### src/rtl/pbus_src.sv
module pbus_src #(
  parameter int DW = 8,
  parameter int SW = 6
) (
  input  logic          clk,
  input  logic          rst_n,
  input  logic          in_valid,
  output logic          in_ready,
  input  logic [DW-1:0] in_data,
  input  logic          in_cmd,
  input  logic          in_last,
  input  logic [SW-1:0] setup_clks,
  output logic [DW-1:0] dio_drv,
  output logic          dav_drv,
  output logic          atn_drv,
  output logic          eoi_drv,
  input  logic          nrfd_in,
  input  logic          ndac_in,
  output logic          no_listener
);

  typedef enum logic [1:0] {S_IDLE, S_SETUP, S_VALID, S_HOLD} state_t;

  state_t        state;
  logic [1:0]    rdy_sync, acc_sync;
  logic [SW-1:0] cnt;
  logic [DW-1:0] byte_q;
  logic          cmd_q, last_q;

  wire rdy_s    = rdy_sync[1];
  wire acc_s    = acc_sync[1];
  wire busy     = (state != S_IDLE);
  wire setup_ok = (cnt >= setup_clks);

  always_ff @(posedge clk) begin
    if (!rst_n) begin
      rdy_sync    <= '0;
      acc_sync    <= '0;
      no_listener <= 1'b0;
    end else begin
      rdy_sync    <= {rdy_sync[0], nrfd_in};
      acc_sync    <= {acc_sync[0], ndac_in};
      no_listener <= rdy_s & acc_s;
    end
  end

  always_ff @(posedge clk) begin
    if (!rst_n) begin
      state  <= S_IDLE;
      cnt    <= '0;
      byte_q <= '0;
      cmd_q  <= 1'b0;
      last_q <= 1'b0;
    end else begin
      case (state)
        S_IDLE:
          if (in_valid) begin
            byte_q <= in_data;
            cmd_q  <= in_cmd;
            last_q <= in_last;
            cnt    <= '0;
            state  <= S_SETUP;
          end
        S_SETUP:
          if (setup_ok && rdy_s && !acc_s) state <= S_VALID;
          else if (!setup_ok)              cnt   <= cnt + 1'b1;
        S_VALID:
          if (acc_s) state <= S_HOLD;
        default:
          state <= S_IDLE;
      endcase
    end
  end

  assign in_ready = !busy;
  assign dio_drv  = busy ? byte_q : '0;
  assign dav_drv  = (state == S_VALID);
  assign atn_drv  = busy & cmd_q;
  assign eoi_drv  = busy & last_q & ~cmd_q;

endmodule

### config.mk
export PLATFORM = sky130hd
export DESIGN_NAME = pbus_src
export DESIGN_NICKNAME = d
export VERILOG_FILES = /design/src/rtl/pbus_src.sv
export SDC_FILE = /design/constraint.sdc
export NUM_CORES = 1
export LEC_CHECK = 0
export ABC_AREA = 0
export BUFFER_PORTS_ARGS = -buffer_cell sky130_fd_sc_hd__buf_2
export CORE_MARGIN = 2
export CORE_UTILIZATION = 50
export CTS_CLUSTER_DIAMETER = 50
export DETAILED_ROUTE_END_ITERATION = 7
export PLACE_DENSITY = 0.84
export SYNTH_ARGS = -nofsm -noshare
export SYNTH_HDL_FRONTEND = slang
export SYNTH_SLANG_ARGS = --single-unit
export TNS_END_PERCENT = 50
### constraint.sdc
create_clock -name clk -period 2.2 [get_ports clk]
set_input_delay 0.11 -clock clk [delete_from_list [all_inputs] [get_ports clk]]
set_output_delay 0.11 -clock clk [all_outputs]
set_load 0.005 [all_outputs]
==> Word level (Yosys, flattened, before mapping) <==
Cells that the tools add are included.
{ "word_totals": {"reg_bits": 23, "output_inout_bits": 13, "inputBits": 21} }
{ "classes": {"bitwise": 5, "mux": 9, "magnitude_cmp": 1, "n_addsub": 1, "n_eq_ne": 7, "n_reduce_logical": 10} }
{ "ops": {"columns": ["op", "n"], "rows": [
  ["6-bit two-way mux", 3],
  ["6-bit case mux with 2 select lines", 1],
  ["8-bit two-way mux", 1],
  ["2-bit inequality test, second input constant", 4],
  ["6-bit by 1-bit adder with 6-bit output, second input constant", 1],
  ["6-bit >= comparator", 1],
  ["2-bit two-way mux", 3],
  ["2-bit case mux with 3 select lines", 1],
  ["1-bit bitwise AND", 4],
  ["4-bit AND reduction", 1],
  ["2-bit nonzero test", 2],
  ["3-bit AND reduction", 1],
  ["2-bit by 1-bit equality test with 1-bit output, second input constant", 1],
  ["2-bit equality test, second input constant", 1],
  ["1-bit logical AND", 2],
  ["1-bit logical NOT", 2],
  ["2-bit logical NOT", 1],
  ["2-bit by 1-bit inequality test with 1-bit output, second input constant", 1],
  ["2-bit AND reduction", 1],
  ["1-bit inverter", 1]
]} }

==> Longest topological paths before layout <==
{ "depth": {"depth_word": 5, "depth_mapped": 7, "ltp_nobuf": 7} }

==> Least setup slack after synthesis <==
OpenSTA, ideal clock, no wires.
{ "synth_timing": {"kind": "flip-flop to flip-flop", "start": "register cnt[0]", "end": "register state[0]", "period_less_slack_ns": 1.822, "t_required_ns": 2.082, "path_stages_with_launch": 8, "n_path_buf": 0, "setup_slack_ns": 0.378, "t_arrival_ns": 1.704, "setup_ns": 0.118, "cell_sequence": "dfxtp_1 -> inv_1 -> ha_1 -> nand2b_1 -> a21oi_2 -> o221a_1 -> or4_1 -> o2111a_1"} }
{ "synth_between": {"elab_chain_len": 5} }
{ "synth_rtl": {"columns": ["element", "line", "source"], "rows": [
  ["from (decl)", "26", "logic [SW-1:0] cnt;"],
  ["from (signal assigned)", "66", "else if (!setup_ok) cnt <= cnt + 1'b1;"],
  ["6-bit >= comparator", "33", "wire setup_ok = (cnt >= setup_clks);"],
  ["1-bit logical AND (2 in a row)", "65", "if (setup_ok && rdy_s && !acc_s) state <= S_VALID;"],
  ["2-bit inequality test (no source line)", null, null],
  ["3-bit AND reduction (no source line)", null, null],
  ["to (signal assigned)", "65", null],
  ["to (signal assigned)", "68", "if (acc_s) state <= S_HOLD;"],
  ["to (signal assigned)", "70", "state <= S_IDLE;"],
  ["to (decl)", "24", "state_t state;"]
]} }
No other way between the ends.
A chain may end at the register's enable or synchronous reset.

==> Worst setup path after layout <==
Ends and elaborated chain as after synthesis.

==> impl_metrics.yaml <==
clock_tree:
  clockRootBuffer: "clkbuf_4"
  cts_tree: "done"
  clock_sinks: 23
  cts_resized: 0
  cts_setup_buffers: 0
  insertion_delay_ns: 0.30
  cts.clk_slew.worst_paths_ns: 0.13
  htree_levels: 1
  cts_buffer_depth: 2
  cts_buffers: 3
setup_path:
  critPathBufInv: 1
  path_cells: "inv_1 > ha_1 > nand2b_1 > a21oi_2 > o221a_1 > or4_1 > o2111a_1"
  crit_cells: 7
  critPathMaxStageDelay_ns: 0.47
  critPathArrivalTime_ns: 2.17
  critPathKind: "register to register"
  crit_end: "state[0]"
  rr_worst_depth: 7
  worstReg2RegStart: "cnt[0]"
  path_delay_family: "simple AND/OR/NAND/NOR gates"
  r2r_slack_ns: 0.25
  r2r-end: "state[0]"
  slowest_stage: "or4_1"
  critPathCaptureType: "register"
  startpoint: "cnt[0]"
  crit_fanout: 4
  required_ns: 2.42
  startpoint_type: "register"
route:
  drt-initial-drc-count: 7
  drtAntennaViolNets: 0
  drcViolationCount: 0
  vias: 1068
  wl_per_cell_um: 12.2
  first_pass_iters: 4
  wirelength_um: 2460
  via_per_inst: 5.29
floorplan:
  core-area_sq_mm: 0.00223
  dieArea_sq_mm: 0.00278
  initial_core_util_pct: 53.2
  die_h_um: 52.8
  pin_count: 34
  rows: 17
  die_x_um: 52.8
sta:
  rsz0062_at_grt: "no"
  clock_skew_ns: 0.000814
  final.min_clock_period_ns: 1.95
  final-max-slew-violation-count: 0
  worst_pin_slew_ns: 0.619
  fin_setup_tns_ns: 0
  hold_viol_final: 0
  maxClockFrequency_mhz: 512
  min_period_over_period_pct: 88.8
  slew_headroom_pct: 58.3
  setup_viol: 0
global_routing:
  grt_usage_pct: 18.7
  grt_max_degree: 22
  grt_pass1_vias: 981
  gr-total-overflow: 0
  antenna_found_initial: 0
  grt_pass1_wl_um: 3950
synth:
  synth_top_area_share_pct: 38.7
  synth_top_cell_by_area: "dfxtp_1"
  yosysWarnings: 0
  syn_inst: 139
  synth_edf_count: 0
  ys_types: 34
  synth.avg_cell_area_sq_um: 8.55
  synth_ff_type: "dfxtp_1"
  ys_top_cells_by_area: "dfxtp_1 39%, ha_1 11%, nand2_1 7.9%, a21boi_0 6.3%, nor2b_1 5.3%"
  seq_area_frac_synth_pct: 38.7
  syn_nets: 170
  synthesis.area_sq_mm: 0.00119
  synthArstFlopShare_pct: 0
  ys_seq_elements: 23
placement:
  gp_congestion: 0.878
  io_buffers: 33
  place_hpwl_um: 1900
hold_path:
  hold_path.class: "primary input to register"
  min_delay_path_depth: 3
status:
  outcome: "finished clean"
cells_and_area:
  layout.nets: 206
  drive_gt1_share_pct: 25.3
  antenna_cells: 0
  fin_util_pct: 63.9
  syn2layout_area_growth_pct: 20.1
pwr:
  p_leak_nw: 0.630
  vdd_ir_drop_max_mv: 0.819
  p_per_area_mw_per_mm2: 857
flow_run:
  cap_violations: 0
==> flip-flops by register name (all words and copies together) (netlist names) <==
name,count
acc_sync,2
byte_q,8
cmd_q,1
cnt,6
last_q,1
no_listener,1
rdy_sync,2
state,2
==> repair_timing <==
item | CTS | global route
endpoints found under the setup margin | 0 | 0
hold buffers | 2 | 0
hold endpoints to repair | 2 | 0
==> where the power goes <==
part | leakage, nW | internal (mW) | switching (mW)
clock | 0.0139 | 0.0692 | 0.130
sequential | 0.188 | 0.480 | 0.0398
combinational | 0.428 | 0.209 | 0.297
==> stage by stage <==
| stage | power (mW) | std cells | area, sq um | hold WS [ns] | setup slack [ns] |
|---|---|---|---|---|---|
| detailed placement | 1.03 | 196 | 1380 | 0.324 | 0.267 |
| CTS | 1.23 | 202 | 1430 | 0.0270 | 0.243 |
| global placement | 0.998 | 196 | 1380 | 0.318 | 0.328 |
| global route | 1.31 | 202 | 1430 | 0.0120 | 0.0750 |
| floorplan | 0.873 | 139 | 1190 | 0.237 | 0.378 |
| finish | 1.22 | 202 | 1430 | 0.0349 | 0.246 |
==> cell type report <==
type,count,area (sq um)
clock buffers,3,22.5
clock inverters,1,7.51
fillers,214,806
inverters,10,37.5
multi-input cells,101,672
flip-flops and latches,23,460
well taps,28,35.0
repair buffers,36,193
==> cell usage in the layout (no fill, tap or decap), drive strengths merged, types with 2 or more instances in the layout <==
cell         instances
buf                 34
or3                  4
nand2b               2
a21boi              10
nor2b               10
and2                 5
nand3                2
ha                  10
o21ai                5
nand4                2
dlygate4sd3          2
inv                 10
nor2                 2
o2111ai              2
nand2               26
clkbuf               3
dfxtp               23
a21oi                8
==> routing by layer <==
metal  global-route usage, %  routed length, um  part of all wire (%)  vias to the layer above
li1                        -                  -                     -                      543
met4                    5.13                  6                  0.24                        0
met3                    2.00                 76                   3.1                        2
met2                    35.4               1290                    52                       24
met5                       0                  0                     0                        -
met1                    21.8               1090                    44                      499
==> synth_stat cells, types with 2 or more instances <==
cell,number
nand2_1,25
dfxtp_1,23
a21boi_0,10
ha_1,10
nor2b_1,10
inv_1,9
a21oi_1,7
and2_1,5
clkbuf_1,5
o21ai_0,4
or3_1,4
nand2b_1,2
nand3_1,2
nand4_1,2
nor2_1,2
==> worst reg2reg max path: stages, from the launching register on <==
cell,delay (ns)
dfxtp_1,0.40
inv_1,0.09
ha_1,0.27
nand2b_1,0.11
a21oi_2,0.09
o221a_1,0.30
or4_1,0.47
o2111a_1,0.14
==> worst min-delay path by stage <==
stage | start | to | slack, ns
2_1_floorplan | ndac_in | acc_sync[0] | 0.24
3_3_place_gp | nrfd_in | rdy_sync[0] | 0.32
3_5_place_dp | ndac_in | acc_sync[0] | 0.32
4_1_cts | in_data[4] | byte_q[4] | 0.03
5_1_grt | in_data[4] | byte_q[4] | 0.01
6_report | in_data[7] | byte_q[7] | 0.03
==> cell families after synthesis <==
kind of cell             Yosys count  synth area share [%]
AO/OA/AOI/OAI                     31                  19.4
XOR/XNOR                           2                  1.47
adder cells (fa/ha/maj)           10                  10.5
buffers and inverters             15                  4.74
flip-flops                        23                  38.7
multiplexers                       1                 0.842
AND/OR/NAND/NOR                   57                  24.3
Power figures use the tool's default switching activity.
